<file path="config.mk">
export PLATFORM = sky130hd
export DESIGN_NAME = boot_seq_ctrl
export DESIGN_NICKNAME = d
export VERILOG_FILES = /design/src/rtl/boot_pkg.sv /design/src/rtl/por_hold.sv /design/src/rtl/mode_capture.sv /design/src/rtl/host_watch.sv /design/src/rtl/byte_loader.sv /design/src/rtl/boot_seq_ctrl.sv
export SDC_FILE = /design/constraint.sdc
export NUM_CORES = 1
export LEC_CHECK = 0
export ABC_AREA = 1
export BUFFER_PORTS_ARGS = -buffer_cell sky130_fd_sc_hd__buf_4
export CAP_MARGIN = 20
export CORE_ASPECT_RATIO = 0.5
export CORE_MARGIN = 2
export CORE_UTILIZATION = 35
export CTS_BUF_LIST = sky130_fd_sc_hd__clkbuf_8
export CTS_CLUSTER_SIZE = 28
export DETAILED_ROUTE_END_ITERATION = 8
export PLACE_DENSITY = 0.72
export SETUP_SLACK_MARGIN = 0.5
export SYNTH_ARGS = -nofsm -noshare
export SYNTH_HDL_FRONTEND = slang
export SYNTH_SLANG_ARGS = --single-unit
</file>
<file path="constraint.sdc">
create_clock -name clk_i -period 1.8 [get_ports clk_i]
set_input_delay 0.45 -clock clk_i [delete_from_list [all_inputs] [get_ports clk_i]]
set_output_delay 0.45 -clock clk_i [all_outputs]
set_load 0.05 [all_outputs]
</file>
<file path="src/rtl/boot_pkg.sv">
package boot_pkg;
  localparam int BYTE_W = 8;
  localparam int BPW    = 3;
  localparam int WORD_W = BYTE_W * BPW;

  typedef enum logic [1:0] {BOOT_BYTE, BOOT_NONE, BOOT_HOST} boot_mode_e;
  typedef enum logic [1:0] {ST_HOLD, ST_LOAD, ST_HOST, ST_RUN} seq_state_e;

  // pins = {c,b,a}
  function automatic boot_mode_e decode_mode(input logic [2:0] pins);
    if (pins[1] && !pins[2])      return BOOT_NONE;
    else if (pins[2] && pins[0])  return BOOT_HOST;
    else                          return BOOT_BYTE;
  endfunction
endpackage

</file>
<file path="src/rtl/por_hold.sv">
module por_hold #(
  parameter int HOLD_CYCLES = 2000
) (
  input  logic clk_i,
  input  logic rst_ni,
  output logic done_o
);
  localparam int CNT_W = $clog2(HOLD_CYCLES + 1);
  logic [CNT_W-1:0] cnt_q;

  always_ff @(posedge clk_i or negedge rst_ni) begin
    if (!rst_ni) cnt_q <= '0;
    else if (cnt_q < CNT_W'(HOLD_CYCLES)) cnt_q <= cnt_q + 1'b1;
  end

  assign done_o = (cnt_q == CNT_W'(HOLD_CYCLES));
endmodule

</file>
<file path="src/rtl/mode_capture.sv">
module mode_capture
  import boot_pkg::*;
(
  input  logic       clk_i,
  input  logic       rst_ni,
  input  logic       hold_done_i,
  input  logic [2:0] mode_i,
  output boot_mode_e mode_o
);
  logic [2:0] pins_q;

  always_ff @(posedge clk_i or negedge rst_ni) begin
    if (!rst_ni) pins_q <= '0;
    else if (!hold_done_i) pins_q <= mode_i;
  end

  assign mode_o = decode_mode(pins_q);
endmodule

</file>
<file path="src/rtl/host_watch.sv">
module host_watch #(
  parameter int PM_AW = 14
) (
  input  logic             arm_i,
  input  logic             host_we_i,
  input  logic [PM_AW-1:0] host_addr_i,
  output logic             hit_o
);
  assign hit_o = arm_i && host_we_i && (host_addr_i == '0);
endmodule

</file>
<file path="src/rtl/byte_loader.sv">
module byte_loader
  import boot_pkg::*;
#(
  parameter int BOOT_WORDS = 32,
  parameter int BM_AW      = 22,
  parameter int PM_AW      = 14
) (
  input  logic              clk_i,
  input  logic              rst_ni,
  input  logic              en_i,
  output logic              bm_rd_o,
  output logic [BM_AW-1:0]  bm_addr_o,
  input  logic [BYTE_W-1:0] bm_data_i,
  output logic              pm_we_o,
  output logic [PM_AW-1:0]  pm_addr_o,
  output logic [WORD_W-1:0] pm_wdata_o,
  output logic              last_o
);
  localparam int NBYTES = BOOT_WORDS * BPW;
  localparam int RD_CW  = $clog2(NBYTES + 1);
  localparam int WD_CW  = (BOOT_WORDS > 1) ? $clog2(BOOT_WORDS) : 1;
  localparam int SH_W   = WORD_W - BYTE_W;

  logic [RD_CW-1:0] rd_cnt_q;
  logic             ret_v_q;
  logic [1:0]       ph_q;
  logic [WD_CW-1:0] word_q;
  logic [SH_W-1:0]  sh_q;

  assign bm_rd_o   = en_i && (rd_cnt_q < RD_CW'(NBYTES));
  assign bm_addr_o = BM_AW'(rd_cnt_q);

  always_ff @(posedge clk_i or negedge rst_ni) begin
    if (!rst_ni) begin
      rd_cnt_q <= '0;
      ret_v_q  <= 1'b0;
      ph_q     <= '0;
      word_q   <= '0;
      sh_q     <= '0;
    end else begin
      ret_v_q <= bm_rd_o;
      if (bm_rd_o) rd_cnt_q <= rd_cnt_q + 1'b1;
      if (ret_v_q) begin
        sh_q <= {sh_q[SH_W-BYTE_W-1:0], bm_data_i};
        if (ph_q == 2'(BPW - 1)) begin
          ph_q   <= '0;
          word_q <= word_q + 1'b1;
        end else begin
          ph_q <= ph_q + 1'b1;
        end
      end
    end
  end

  // last byte of a word is written straight from the return bus
  assign pm_we_o    = ret_v_q && (ph_q == 2'(BPW - 1));
  assign pm_addr_o  = PM_AW'(word_q);
  assign pm_wdata_o = {sh_q, bm_data_i};
  assign last_o     = pm_we_o && (word_q == WD_CW'(BOOT_WORDS - 1));
endmodule

</file>
<file path="src/rtl/boot_seq_ctrl.sv">
module boot_seq_ctrl
  import boot_pkg::*;
#(
  parameter int HOLD_CYCLES = 2000,
  parameter int BOOT_WORDS  = 32,
  parameter int BM_AW       = 22,
  parameter int PM_AW       = 14
) (
  input  logic              clk_i,
  input  logic              rst_ni,
  input  logic [2:0]        mode_i,
  input  logic              bus_req_i,
  output logic              bm_rd_o,
  output logic [BM_AW-1:0]  bm_addr_o,
  input  logic [7:0]        bm_data_i,
  output logic              pm_we_o,
  output logic [PM_AW-1:0]  pm_addr_o,
  output logic [23:0]       pm_wdata_o,
  input  logic              host_we_i,
  input  logic [PM_AW-1:0]  host_addr_i,
  output logic              core_run_o,
  output logic              fetch_ext_o,
  output logic              boot_done_o,
  output logic              boot_irq_o
);
  seq_state_e state_q, state_d;
  boot_mode_e mode_sel;
  logic       hold_done, load_last, host_hit;
  logic       irq_q, ext_q;

  por_hold #(.HOLD_CYCLES(HOLD_CYCLES)) u_hold (
    .clk_i, .rst_ni, .done_o(hold_done)
  );

  mode_capture u_mode (
    .clk_i, .rst_ni, .hold_done_i(hold_done), .mode_i, .mode_o(mode_sel)
  );

  byte_loader #(.BOOT_WORDS(BOOT_WORDS), .BM_AW(BM_AW), .PM_AW(PM_AW)) u_load (
    .clk_i, .rst_ni,
    .en_i(state_q == ST_LOAD),
    .bm_rd_o, .bm_addr_o, .bm_data_i,
    .pm_we_o, .pm_addr_o, .pm_wdata_o,
    .last_o(load_last)
  );

  host_watch #(.PM_AW(PM_AW)) u_host (
    .arm_i(state_q == ST_HOST), .host_we_i, .host_addr_i, .hit_o(host_hit)
  );

  always_comb begin
    state_d = state_q;
    unique case (state_q)
      ST_HOLD:
        if (hold_done && !bus_req_i) begin
          unique case (mode_sel)
            BOOT_NONE: state_d = ST_RUN;
            BOOT_HOST: state_d = ST_HOST;
            default:   state_d = ST_LOAD;
          endcase
        end
      ST_LOAD: if (load_last) state_d = ST_RUN;
      ST_HOST: if (host_hit)  state_d = ST_RUN;
      default: state_d = ST_RUN;
    endcase
  end

  always_ff @(posedge clk_i or negedge rst_ni) begin
    if (!rst_ni) begin
      state_q <= ST_HOLD;
      irq_q   <= 1'b0;
      ext_q   <= 1'b0;
    end else begin
      state_q <= state_d;
      irq_q   <= (state_q == ST_LOAD) && load_last;
      if (state_q == ST_HOLD && state_d == ST_RUN) ext_q <= 1'b1;
    end
  end

  assign core_run_o  = (state_q == ST_RUN);
  assign boot_done_o = core_run_o;
  assign boot_irq_o  = irq_q;
  assign fetch_ext_o = ext_q;
endmodule

</file>
# == After elaboration in Yosys (flattened, before gate mapping) ==
# Index checks and enable logic that the tools add are counted.
# Widths: inputs -> output; s select.
# word_totals
input_bits,29
ff_bits,49
word_cells,48
# classes
n_lt_le_gt_ge,2
eq_ne,9
muxes,8
n_addsub,4
reduce_logical,15
# ops
operator,count
$logic_not 14->1,1
$mux 2,6
$add 11x1->11 const B,1
$eq 11x11->1 const B,1
$lt 11x11->1 const B,1
$eq 2x2->1 const B,5
$logic_and 1x1->1,10
$add 7x1->7 const B,1
$lt 7x7->1 const B,1
$pmux 2 s3,1
$add 5x1->5 const B,1
$eq 5x5->1 const B,1
$eq 2x1->1 const B,2
$pmux 2 s2,1
$add 2x1->2 const B,1
$logic_not 1->1,2
$logic_not 2->1,1
$reduce_and 2->1,1

# == Logic depth before layout (Yosys ltp) ==
# Gate-level depths: netlist (run 1).
# logic_depth
depth_word,9
depth_mapped,8
ltp_nobuf,8

# == Modules after synthesis ==
# From an unflattened synthesis (run 1), not the netlist that was laid out.
# hier_totals
cells_unflattened,323
hier_area_um2,2690.1
# modules_own_cells
mod,cells_each,area_per_inst_um2,seq_area_each_um2,instances
byte_loader,168,1562.7,775.7,1
por_hold,81,668.1,275.3,1
boot_seq_ctrl,28,222.7,100.1,1
mode_capture,17,127.6,75.1,1
host_watch,29,108.9,0.0,1

# == Least setup slack after synthesis (run 1) ==
# No wires, ideal clock.
# synth_timing
path_type,register -> output
start,register u_load.rd_cnt_q[5]
end,output port bm_rd_o
arrival_time_ps,1241
setup_slack_ps,109
t_required_ps,1350
stages_incl_launch_ff,4
path_buffers,0
path_cell_list,dfrtp_1 inv_1 o21ai_2 inv_2
# synth_via
elab_chain_len,2
# synth_lines
item,line,source
from (decl),byte_loader.sv:24,logic [RD_CW-1:0] rd_cnt_q;
from (signal assigned),byte_loader.sv:42,if (bm_rd_o) rd_cnt_q <= rd_cnt_q + 1'b1;
$lt 7x7->1,byte_loader.sv:30,assign bm_rd_o = en_i && (rd_cnt_q < RD_CW'(NBYTES));
$logic_and 1x1->1,byte_loader.sv:30,
to (decl),boot_seq_ctrl.sv:13,"output logic bm_rd_o,"
# Every way passes these cells.

# == Worst setup path after layout (run 1) ==
# layout_timing
start,register state_q[1]
end,output port boot_done_o
# layout_via
elab_chain_len,1
# layout_lines
item,line,source
from (decl),boot_seq_ctrl.sv:26,"seq_state_e state_q, state_d;"
from (signal assigned),boot_seq_ctrl.sv:74,state_q <= state_d;
$eq 2x2->1,boot_seq_ctrl.sv:80,assign core_run_o = (state_q == ST_RUN);
to (decl),boot_seq_ctrl.sv:23,"output logic boot_done_o,"
# Every way passes these cells.

==> results of run 1 <==
-- stage by stage --
step	area (sq um)	total power, mW	utilization [%]	hold WS, ns	instances
2_1_floorplan	2640	1.33	-	0.154	307
3_3_place_gp	3000	1.37	44.1	0.450	432
3_5_place_dp	3000	1.37	44.1	0.451	432
4_1_cts	3490	2.30	51.3	0.172	465
5_1_grt	3650	2.36	53.7	0.189	477
6_report	3650	2.27	53.7	0.153	477
-- layout make-up --
class | instances | area, sq um | area share [%]
Sequential cell | 49 | 1240 | 33.9
Multi-Input combinational cell | 186 | 1060 | 29.1
Timing Repair Buffer | 108 | 968 | 26.5
Inverter | 34 | 134 | 3.67
Tap cell | 92 | 115 | 3.15
Clock buffer | 5 | 68.8 | 1.88
Clock inverter | 3 | 65.1 | 1.78
-- routing by layer --
| layer | part of all wire, % | vias to the layer above |
|---|---|---|
| met2 | 54 | 35 |
| li1 | - | 1029 |
| met1 | 41 | 962 |
| met4 | 1.1 | 0 |
| met5 | 0 | - |
| met3 | 3.3 | 7 |
-- worst max path at each step --
stage / cells after the start / slack, ns / from / endpoint
finish: 4 / 0.16 / state_q[1] / boot_done_o
global route: 4 / 0.11 / state_q[1] / boot_done_o
CTS: 4 / 0.14 / state_q[1] / core_run_o
detailed placement: 4 / 0.35 / state_q[1] / bm_rd_o
global placement: 4 / 0.37 / state_q[1] / bm_rd_o
floorplan: 3 / 0.36 / state_q[1] / core_run_o
-- timing repair --
item,CTS,global route
pin swaps,11,12
resized for setup,46,22
setup buffers,25,12
endpoints found under the setup margin,40,48
-- critical path: stages, from the launching register on --
cell	delay, ns
dfrtp_1	0.42
buf_6	0.14
nand2_4	0.05
clkinvlp_4	0.11
buf_8	0.17
-- cell families after synthesis --
kind of cell,synth area share (%)
adder cells (fa/ha/maj),2.50
buffers and inverters,16.2
other,0.150
XOR/XNOR,4.49
AND/OR/NAND/NOR,21.2
AO/OA/AOI/OAI,6.54
flip-flops,48.9
-- where the power goes --
part / switching (mW) / internal (mW)
registers: 0.00169 / 1.10
clock network: 0.377 / 0.552
logic: 0.184 / 0.0548
-- state kept, by name, summed over array words and instances (netlist names) --
| signal | cells |
|---|---|
| u_load.word_q | 5 |
| boot_irq_o | 1 |
| u_load.ph_q | 2 |
| u_load.sh_q | 16 |
| u_mode.pins_q | 3 |
| u_load.rd_cnt_q | 7 |
| state_q | 2 |
| u_load.ret_v_q | 1 |
| fetch_ext_o | 1 |
| u_hold.cnt_q | 11 |
-- cell usage in the layout, fill, tap and decap left out, types with 7 or more instances in the layout --
cell type	synthesis	layout
xor2_1	8	8
buf_4	34	70
nor2_1	27	26
conb_1	1	24
dfrtp_2	0	10
buf_6	1	34
inv_2	3	7
dfrtp_1	49	39
o21ai_0	11	10
nand2_1	50	44
inv_1	31	25
nand3_1	13	12
a21oi_1	15	15
==> out/metrics.csv, run 1 <==
metric,value,unit
status,finished clean,
worst_r2r_path_depth,10,
io_pins,95,
grt_max_degree,50,
r2r-start,state_q[0],
relSlewSlack,58.5,%
clkTransAtPathRegs,0.09,ns
dp_hpwl,3430,um
cts_tree,yes,
r2r-end,state_q[1],
synth.area.top_cells,"dfrtp_1, buf_4, nand2_1, inv_1, nor2_1",
critPathCaptureType,output pin,
fin_tns_setup,0,ns
synth_flop_cell,dfrtp_1,
grt_first_pass_wirelength,8510,um
synth_common_cells,"nand2_1, dfrtp_1, buf_4, inv_1, nor2_1",
drcViolationCount,0,
die-area,0.00790,sq mm
numClockSinks,49,
p_leak,1.83,nW
cap_violations,0,
rsz0062_at_grt,yes,
cp_data_required_time,1.35,ns
path_max_fanout,2,
numCtsBuffers,5,
fmax,0.610,GHz
syn_inst,284,
setup_violations,0,
synth_area_per_cell,8.83,sq um
synth_edf_count,0,
synth_top_area_cell,dfrtp_1,
grt_use_met1,15.6,%
port_buffers,70,
dieWidth,124,um
wire_per_inst,11.4,um
yosysWarningCount,0,
met2_usage,24.9,%
use_met3,3.75,%
top_usage_layer,met2,
async_flop_share,100,%
finalHoldViolCount,0,
synth_top_area_share,48.9,%
holdBufCountCts,0,
initial_utilization,36.8,%
fin_crit,1.64,ns
fin_skew,0.0104,ns
dpl_worst_slack,0.350,ns
antenna_cells,0,
grt_pass1_vias,1964,
grtUsageTotal,13.8,%
cts.path.max_buffers,2,
wirelength,5460,um
num_vias,2033,
period_share,91.1,%
rows,21,
ys_seq_area_share,48.9,%
drive_above_1_share,42.9,%
crit_type,reg -> out,
yosysMostFrequentCell,nand2_1,
cts-root-buf,clkbuf_8,
drv_slew,0,
num-fill-cells,598,
gp_congestion,0.795,
htreeDepth,2,
cp-start-kind,register,
drtIter0Drc,34,
hp-class,in -> async,
antenna_left,0,
cp.arrival,1.19,ns
core_area,0.00681,sq mm
grt_overflow_total,0,
syn2layout_area_growth,45.7,%
worst_pin_slew,0.622,ns
netlist_area,0.00251,sq mm
antenna_found_initial,0,
die_h,63.9,um
nNetsFinal,418,
ys_ff_latch,49,
rrSetupSlack,0.40,ns
synth_cell_types,30,
powerDensity,622,mW/mm^2
via_per_inst,4.26,
worstSkewPairLatency,0.31,ns
drtPass1Iterations,4,
ir_drop,0.255,mV
setup_slack,0.160,ns
No activity file was read; power rests on OpenSTA's default activity.
==> run 2: changes to the inputs <==
- CORE_ASPECT_RATIO: 0.5 -> 1.1
==> run 2 against run 1 <==
Net effect: clock-buffer cell count grew 1; non-clock buffer count down 5; hold slack better by 0.011 ns; global-route usage down 0.71 points; utilization decreased by 2.3 points; die area decreased by 0.51%; clock power fell by 27%; sequential share of layout area grew 0.69 points; highest routed layer unchanged.
==> out/metrics.csv, run 2 (synthesized netlist as in run 1, its figures left out) <==
metric,value,unit,change
drtIter0Drc,61,,was 34
fin_crit,1.62,ns,was 1.64 ns
power,2.02,mW,was 2.27 mW
m1WireLength,2040,um,was 2250 um
pwr-share-seq,54.6,%,was 48.6%
die_h,92.8,um,was 63.9 um
status,finished clean,,unchanged
wirelength,5100,um,was 5460 um
setup_violations,0,,unchanged
powerDensity,565,mW/mm^2,was 622 mW/mm^2
rsz0062_at_grt,yes,,unchanged
dp_hpwl,3420,um,was 3430 um
period_share,90.0,%,was 91.1%
antenna_found_initial,0,,unchanged
top_regs,"u_load.sh_q x16, u_hold.cnt_q x11, u_load.rd_cnt_q x7",,unchanged
cts_tree,yes,,unchanged
layout.cells.most_common,buf_4,,unchanged
drv_slew,0,,unchanged
grt_first_pass_wirelength,8510,um,unchanged
cts-root-buf,clkbuf_8,,unchanged
dpl_worst_slack,0.296,ns,was 0.350 ns
cp-start-kind,register,,unchanged
hp-class,in -> async,,unchanged
cp_data_required_time,1.35,ns,about the same
antenna_left,0,,unchanged
place_inst,425,,was 432
finalHoldViolCount,0,,unchanged
via_per_inst,4.39,,was 4.26
ir_drop,0.279,mV,was 0.255 mV
p_switching,553,uW,was 563 uW
nNetsFinal,413,,was 418
gp_congestion,0.794,,was 0.795
htreeDepth,2,,unchanged
worstSkewPairLatency,0.30,ns,was 0.31 ns
wl_met3,295,um,was 180 um
grt_pass1_vias,2010,,"was 1,964"
setup_slack,0.180,ns,was 0.160 ns
relSlewSlack,58.3,%,was 58.5%
critical-path-max-stage-delay,0.44,ns,was 0.42 ns
fin_tns_setup,0,ns,unchanged
regMostFlops,u_load.sh_q,,unchanged
cts.path.max_buffers,2,,unchanged
final_cell_mix,"buf_4, nand2_1, dfrtp_1",,unchanged
path_max_fanout,2,,unchanged
fmax,0.617,GHz,was 0.610 GHz
p_int,1.47,mW,was 1.71 mW
rows,32,,was 21
numCtsBuffers,5,,unchanged
initial_utilization,36.0,%,was 36.8%
drcViolationCount,0,,unchanged
grt_max_degree,50,,unchanged
clkTransAtPathRegs,0.09,ns,about the same
grtUsageTotal,13.1,%,was 13.8%
cp.arrival,1.17,ns,was 1.19 ns
highest_layer,met4,,unchanged
num_vias,2042,,"was 2,033"
dieWidth,84.7,um,was 124 um
port_buffers,70,,unchanged
io_pins,95,,unchanged
power_frac_clock,33.6,%,was 40.9%
wire_per_inst,11.0,um,was 11.4 um
critPathCaptureType,output pin,,unchanged
drive_above_1_share,41.3,%,was 42.9%
drtPass1Iterations,4,,unchanged
p_leak,1.78,nW,was 1.83 nW
largest_register_ffs,16,,unchanged
swShare,27.3,%,was 24.8%
pwr-share-comb,11.8,%,was 10.5%
dr_wl_met2,2750,um,was 2970 um
syn2layout_area_growth,42.8,%,was 45.7%
core_area,0.00697,sq mm,was 0.00681 sq mm
final_cells,465,,was 477
fin_skew,0.00919,ns,was 0.0104 ns
antenna_cells,0,,unchanged
cap_violations,0,,unchanged
crit_path_top_delay_cell,dfrtp_2,,was dfrtp_1
die-area,0.00786,sq mm,was 0.00790 sq mm
grt_overflow_total,0,,unchanged
worst_pin_slew,0.626,ns,was 0.622 ns
numClockSinks,49,,unchanged
final_util,51.4,%,was 53.7%
critical_path.cell_chain,"nor2_4, o21ai_4, inv_4, buf_8",,"was buf_6, nand2_4, clkinvlp_4, buf_8"
crit_type,reg -> out,,unchanged
==> run 2: changes by cell type in the layout (fill, tap and decap cells not counted), moves of 2 or more <==
cell,change
buf_4,-5
nand2_1,+3
nand2_2,-3
bufinv_16,-2
ha_4,+2
==> run 2: worst paths after layout <==
check	startpoint	to	slack, ns	cells past startpoint
min in group clk_i	mode_i[2]	u_mode.pins_q[2]	0.36	3
min reg2reg	u_hold.cnt_q[10]	u_hold.cnt_q[10]	0.50	2
max	state_q[1]	bm_rd_o	0.18	4
min	rst_ni	u_hold.cnt_q[1]	0.16	1
max in group asynchronous	rst_ni	state_q[1]	1.18	1
max reg2reg	u_load.word_q[0]	state_q[1]	0.49	9
==> run 2: area by class of cell <==
cell class                      count  area (sq um)
Clock inverter                      2          13.8
Sequential cell                    49          1240
Timing Repair Buffer              103           927
Clock buffer                        6          82.6
Tap cell                           85           106
Multi-Input combinational cell    186          1080
Fill cell                         636          3390
Inverter                           34           134
==> run 2: what timing repair did <==
item                       CTS  global route
setup endpoints to repair   41            47
resized for setup           46            20
hold buffers                 0             0
setup buffers               22            10
pin swaps                    4            14
==> run 2: critical path, delay by kind of cell (launching register included) <==
family	cells	cell delay [ns]
AOI/OAI and AO/OA	1	0.09
buffers and inverters	2	0.19
DFF	1	0.44
and+or+nand+nor	1	0.15
==> run 2: per-stage QoR <==
step | hold slack, ns | instance area, sq um
after floorplan | 0.154 | 2640
after global placement | 0.461 | 2990
after detailed placement | 0.460 | 2990
after CTS | 0.186 | 3420
after global routing | 0.213 | 3580
final | 0.164 | 3580
==> run 2: metal layers <==
metal | up-vias | GRT usage, %
li1 | 1017 | -
met1 | 961 | 14.7
met2 | 62 | 24.6
met3 | 2 | 3.21
met4 | 0 | 3.44
met5 | - | 0
==> run 2: power groups by stage <==
stage                     Clock [mW]  Sequential [mW]  Combinational (mW)
after global routing           0.752             1.11               0.255
after CTS                      0.713             1.10               0.240
after floorplan                    0             1.13               0.207
after detailed placement           0             1.13               0.239
final                          0.680             1.10               0.239
after global placement             0             1.13               0.238
